**src/rtl/chd_pkg.sv**
```systemverilog
package chd_pkg;
    localparam int RATIO_W = 10;
    localparam int PHASE_W = 6;
    localparam int DRV_W   = 4;
    localparam int FLAG_W  = 4;
    localparam int WORD_W  = PHASE_W + RATIO_W + FLAG_W + DRV_W;
    localparam int TICK_W  = RATIO_W + 1;

    // Field order is the word layout: phase 23:18, ratio-1 17:8, flags 7:4, drive 3:0
    typedef struct packed {
        logic [PHASE_W-1:0] phase;
        logic [RATIO_W-1:0] ratio_m1;
        logic               invert;
        logic               ign_sync;
        logic               pwr_dn;
        logic               low_pwr;
        logic [DRV_W-1:0]   drv;
    } chd_cfg_t;

    typedef enum logic [1:0] {
        ST_HOLD  = 2'd0,
        ST_DELAY = 2'd1,
        ST_RUN   = 2'd2
    } chd_state_e;
endpackage

```
**src/rtl/chd_cfg_store.sv**
```systemverilog
module chd_cfg_store
    import chd_pkg::*;
#(
    parameter int W  = WORD_W,
    parameter int RW = RATIO_W
) (
    input  logic          clk,
    input  logic          rst_n,
    input  logic          load,
    input  logic [W-1:0]  word,
    input  logic          apply,
    output chd_cfg_t      pend,
    output logic [RW-1:0] act_ratio_m1
);
    // Latched word: flags act at once, the ratio waits for apply
    always_ff @(posedge clk or negedge rst_n) begin
        if (!rst_n) begin
            pend <= '0;
        end else if (load) begin
            pend <= chd_cfg_t'(word);
        end
    end

    always_ff @(posedge clk or negedge rst_n) begin
        if (!rst_n) begin
            act_ratio_m1 <= '0;
        end else if (apply) begin
            act_ratio_m1 <= pend.ratio_m1;
        end
    end
endmodule

```
**src/rtl/chd_seq_fsm.sv**
```systemverilog
module chd_seq_fsm
    import chd_pkg::*;
#(
    parameter int PW = PHASE_W
) (
    input  logic          clk,
    input  logic          rst_n,
    input  logic          hold_req,
    input  logic [PW-1:0] phase_in,
    output chd_state_e    state_q,
    output logic [PW-1:0] dly_q,
    output logic          release_p
);
    chd_state_e state_d;

    always_ff @(posedge clk or negedge rst_n) begin
        if (!rst_n) begin
            state_q <= ST_DELAY;
        end else begin
            state_q <= state_d;
        end
    end

    always_comb begin
        state_d = state_q;
        unique case (state_q)
            ST_HOLD:  state_d = hold_req ? ST_HOLD : ST_DELAY;
            ST_DELAY: state_d = hold_req ? ST_HOLD :
                                ((dly_q == '0) ? ST_RUN : ST_DELAY);
            ST_RUN:   state_d = hold_req ? ST_HOLD : ST_RUN;
            default:  state_d = ST_HOLD;
        endcase
    end

    assign release_p = (state_q == ST_HOLD) && !hold_req;

    always_ff @(posedge clk or negedge rst_n) begin
        if (!rst_n) begin
            dly_q <= '0;
        end else if (release_p) begin
            dly_q <= phase_in;
        end else if (state_q == ST_DELAY && !hold_req && dly_q != '0) begin
            dly_q <= dly_q - 1'b1;
        end
    end
endmodule

```
**src/rtl/chd_tick_cnt.sv**
```systemverilog
module chd_tick_cnt
    import chd_pkg::*;
#(
    parameter int RW = RATIO_W,
    parameter int TW = RW + 1
) (
    input  logic          clk,
    input  logic          rst_n,
    input  logic          run,
    input  logic [RW-1:0] ratio_m1,
    output logic [TW-1:0] cnt_q,
    output logic          raw,
    output logic          wrap
);
    localparam logic [TW-1:0] ONE = TW'(1);

    // Period is 2N ticks; the last tick index is 2N-1 = {N-1, 1}
    assign wrap = run && (cnt_q == {ratio_m1, 1'b1});
    assign raw  = run && (cnt_q <= {1'b0, ratio_m1});

    always_ff @(posedge clk or negedge rst_n) begin
        if (!rst_n) begin
            cnt_q <= '0;
        end else if (!run || wrap) begin
            cnt_q <= '0;
        end else begin
            cnt_q <= cnt_q + ONE;
        end
    end
endmodule

```
**src/rtl/chd_top.sv**
```systemverilog
module chd_top
    import chd_pkg::*;
(
    input  logic        clk,
    input  logic        rst_n,
    input  logic [23:0] cfg_word,
    input  logic        cfg_load,
    input  logic        sync_req,
    output logic        clk_out,
    output logic [3:0]  drv_mode,
    output logic        low_power
);
    chd_cfg_t           pend;
    logic [RATIO_W-1:0] act_ratio_m1;
    chd_state_e         state_q;
    logic [PHASE_W-1:0] dly_q;
    logic [TICK_W-1:0]  cnt_q;
    logic               release_p;
    logic               div_raw;
    logic               wrap;
    logic               hold_req;
    logic               running;

    assign hold_req = sync_req && !pend.ign_sync;
    assign running  = (state_q == ST_RUN);

    chd_cfg_store #(.W(WORD_W), .RW(RATIO_W)) u_cfg (
        .clk          (clk),
        .rst_n        (rst_n),
        .load         (cfg_load),
        .word         (cfg_word),
        .apply        (release_p || wrap),
        .pend         (pend),
        .act_ratio_m1 (act_ratio_m1)
    );

    chd_seq_fsm #(.PW(PHASE_W)) u_fsm (
        .clk       (clk),
        .rst_n     (rst_n),
        .hold_req  (hold_req),
        .phase_in  (pend.phase),
        .state_q   (state_q),
        .dly_q     (dly_q),
        .release_p (release_p)
    );

    chd_tick_cnt #(.RW(RATIO_W), .TW(TICK_W)) u_cnt (
        .clk      (clk),
        .rst_n    (rst_n),
        .run      (running),
        .ratio_m1 (act_ratio_m1),
        .cnt_q    (cnt_q),
        .raw      (div_raw),
        .wrap     (wrap)
    );

    // Output stage: low outside RUN and when powered down
    always_comb begin
        clk_out   = running && !pend.pwr_dn && (div_raw ^ pend.invert);
        drv_mode  = pend.drv;
        low_power = pend.low_pwr;
    end
endmodule

```
**config.mk**
```make
export PLATFORM = sky130hd
export DESIGN_NAME = chd_top
export DESIGN_NICKNAME = d
export VERILOG_FILES = /design/src/rtl/chd_pkg.sv /design/src/rtl/chd_cfg_store.sv /design/src/rtl/chd_seq_fsm.sv /design/src/rtl/chd_tick_cnt.sv /design/src/rtl/chd_top.sv
export SDC_FILE = /design/constraint.sdc
export NUM_CORES = 1
export LEC_CHECK = 0
export BUFFER_PORTS_ARGS = -buffer_cell sky130_fd_sc_hd__buf_2
export CORE_UTILIZATION = 48
export DETAILED_ROUTE_END_ITERATION = 7
export GPL_ROUTABILITY_DRIVEN = 0
export PLACE_DENSITY = 0.67
export SYNTH_ARGS = -nofsm -noshare
export SYNTH_HDL_FRONTEND = slang
export SYNTH_SLANG_ARGS = --single-unit
```
**constraint.sdc**
```tcl
create_clock -name clk -period 2.1 [get_ports clk]
set_clock_uncertainty 0.15 [all_clocks]
set_input_delay 0.21 -clock clk [delete_from_list [all_inputs] [get_ports clk]]
set_output_delay 0.21 -clock clk [all_outputs]
set_load 0.005 [all_outputs]
```
==> flow_summary.yaml <==
worst_setup_path:
  cp_slowest_cell: "dfrtp_1"
  start_kind: "flop"
  crit_type: "reg2out"
  slowest_delay_ns: 0.39
  endpoint_kind: "output pin"
  cp.arrival_ns: 2.11
  required_ns: 1.74
  crit_chain: "inv_2 -> ha_4 -> nand4_1 -> or2_2 -> mux2i_4 -> nor3_2 -> nor4b_2 -> buf_2"
  cp_max_fo: 2
clock_network:
  worst_skew_pair.late_latency_ns: 0.31
  ctsRootBufferMaster: "clkbuf_8"
  cts_buffers: 5
  clockBufferDepth: 2
  h-tree-depth: 2
  clkTransAtPathRegs_ns: 0.10
  tritoncts: "built"
  cts.sinks: 53
place:
  io_buffers: 33
  hpwl_mm: 3.670
  dp.cells: 349
logic_synthesis:
  syn_area_per_cell_um2: 11.43
  ys_seq_area_frac: 0.5007
  synth-async-reset-ratio: 1.000
  yosys_warnings: 0
  synth-edff-count: 0
  synth_seq_cells: 53
  synth.distinct_cells: 38
  netlist_area_mm2: 0.002651
  synth_nets: 273
  synth_ff_type: "dfrtp_1"
  synthCells: 232
sta:
  post-route-period-util: 1.174
  setup_viol: 11
  rsz0062_at_grt: "true"
  hold_violations: 0
  worstMarginPinSlew_ns: 0.6510
  slew_headroom: 0.5660
  fin_setup_tns_ns: -2.612
  drv_slew: 0
  post-route-min-period_ns: 2.466
  setup_ws_ns: -0.3657
  whs_ns: 0.1489
  fmax_mhz: 405.6
grt:
  track_usage: 0.2017
  overflow: 0
  grt_max_degree: 54
  antenna_found_initial: 0
  grt_pass1_wl_mm: 9.183
  grt_pass1_vias: 1953
final_layout:
  final_cell_count_no_fill: 384
  fillCellCount: 384
  diodes: 0
  postLayoutCoreUtil: 0.6793
  area_growth_pct: 33.36
  nNetsFinal: 354
  drive_gt1_frac: 0.3726
die:
  fp.dieW_um: 76.32
  core-area_mm2: 0.005205
  rows: 26
  ios: 34
  die_area_mm2: 0.005825
  die_h_um: 76.32
  start_util: 0.5094
power_and_ir_drop:
  clockPowerShare: 0.194
  max-vdd-ir-drop_mv: 0.5483
  internal_power_uw: 2100
  p_seq_frac: 0.450
  netSwitchingPower_uw: 998.8
  p_sw_frac: 0.3223
  cellPowerDensity_mw_per_mm2: 876.4
  leakage_uw: 0.001656
  p_comb_frac: 0.356
outcome:
  outcome: "finished with violations"
  violations: "negative setup slack"
worst_hold_path:
  hold_class: "in2reg"
detailed_routing:
  wl_per_cell_um: 14.13
  wl_mm: 5.427
  drt_first_pass_iters: 4
  num_vias: 1940
  vias_per_cell: 5.052
  drtIter0Drc: 65
  ant_nets: 0
  drcViolationCount: 0
run:
  drv_cap: 0
-- area by class of cell --
cell class              instances  area, um^2  share of cell area
repair buffers                 85       659.4              0.1865
clock buffers                   5       68.82             0.01946
flip-flops and latches         53        1328              0.3754
well taps                      70       87.58             0.02477
inverters                      14       52.55             0.01486
multi-input cells             154        1314              0.3716
clock inverters                 3       26.28            0.007431
-- worst max-delay path, delay by kind of cell (launching register included) --
kind | cells | cell delay (ns)
simple gates | 4 | 0.73
flops | 1 | 0.39
fa+ha+maj | 1 | 0.28
buf+inv | 2 | 0.22
mux | 1 | 0.17
-- power groups by stage --
stage	Clock [uW]	Sequential (uW)	Combinational (uW)
after floorplan	0	1390	598
after detailed placement	0	1410	922
after global placement	0	1400	895
final	602	1400	1100
after CTS	623	1390	1000
after global routing	660	1430	1230
-- cell usage after synthesis (2+ instances only) --
library cell  number  area, um^2
xor2_1            14       122.6
dfrtp_1           52        1301
nor4_1             5       31.28
xnor2_1            5       43.79
nand2b_1           2       12.51
nor2_1            18       67.56
ha_1              13       162.7
o21ai_0            5       25.02
or2_2              2       12.51
nand2_1            9       33.78
o21a_1             2       15.01
nor3_1             7       35.03
inv_1             14       52.55
a22o_1             2       17.52
clkbuf_1           6       22.52
buf_4              4       30.03
nand4_1            2       12.51
a21oi_1            5       25.02
nand3_1            9       45.04
mux2_2            33       371.6
a21o_1             3       22.52
mux2i_1            4       40.04
-- through the flow --
stage,cell area [um^2],worst slack [ns],total power (uW)
after floorplan,2664,0.02605,1984
after global placement,3059,-0.1242,2295
after detailed placement,3059,-0.1641,2331
after CTS,3461,-0.3776,3017
after global routing,3536,-0.5495,3317
final,3536,-0.3657,3099
-- per-layer routing --
layer	wire length, um	GRT usage
met1	2593	0.2734
met2	2580	0.3216
met3	187	0.03832
met4	65	0.07500
met5	0	0
-- repair_timing --
action                                  4_1_cts  5_1_grt
pin swaps                                     6        4
hold endpoints to repair                     76        0
gates resized for setup                      11       12
endpoints found under the setup margin       11       21
cloned                                        0        1
buffers inserted                              0        1
hold buffers                                 25        0
-- final timing paths --
kind                                  startpoint               endpoint  slack, ns  cells after the start
max                        u_cfg.act_ratio_m1[6]                clk_out      -0.37                      8
max reg2reg                u_cfg.act_ratio_m1[6]  u_cfg.act_ratio_m1[5]      -0.27                      8
min                                     sync_req       u_fsm.state_q[1]       0.15                      3
max in group asynchronous                  rst_n  u_cfg.act_ratio_m1[9]       0.97                      3
min in group asynchronous                  rst_n         u_cnt.cnt_q[0]       0.39                      3
min reg2reg                       u_cfg.pend[15]  u_cfg.act_ratio_m1[7]       0.36                      1
-- cells by family (layout without fill, tap and decap cells) --
logic type,after synthesis,count (layout),share of synthesized area
xor+xnor,19,19,0.06277
compound gates,22,22,0.05899
flops,53,53,0.5007
fa+ha+maj,13,13,0.06135
mux,37,37,0.1553
simple gates,63,63,0.1194
buf+inv,25,107,0.04153
-- layout by cell type (no fill, tap or decap), types with 3 or more instances in the layout --
cell type / n
buf_4: 22
nor4_1: 5
inv_1: 13
a21oi_1: 3
mux2i_1: 3
ha_1: 12
nand2_1: 8
xnor2_1: 5
mux2_2: 26
xor2_1: 14
nand3_1: 9
mux2_4: 7
clkbuf_8: 5
o21ai_0: 4
buf_2: 33
nor2_1: 18
nor3_1: 6
buf_6: 3
dfrtp_1: 52
a21o_1: 3
dlygate4sd3_1: 25
-- sequential cells by signal, indices dropped and copies added (netlist names) --
| signal | cells |
|---|---|
| u_cfg.pend | 24 |
| u_fsm.dly_q | 6 |
| u_fsm.state_q | 2 |
| u_cnt.cnt_q | 11 |
| u_cfg.act_ratio_m1 | 10 |
(Power assumes the default switching activity.)
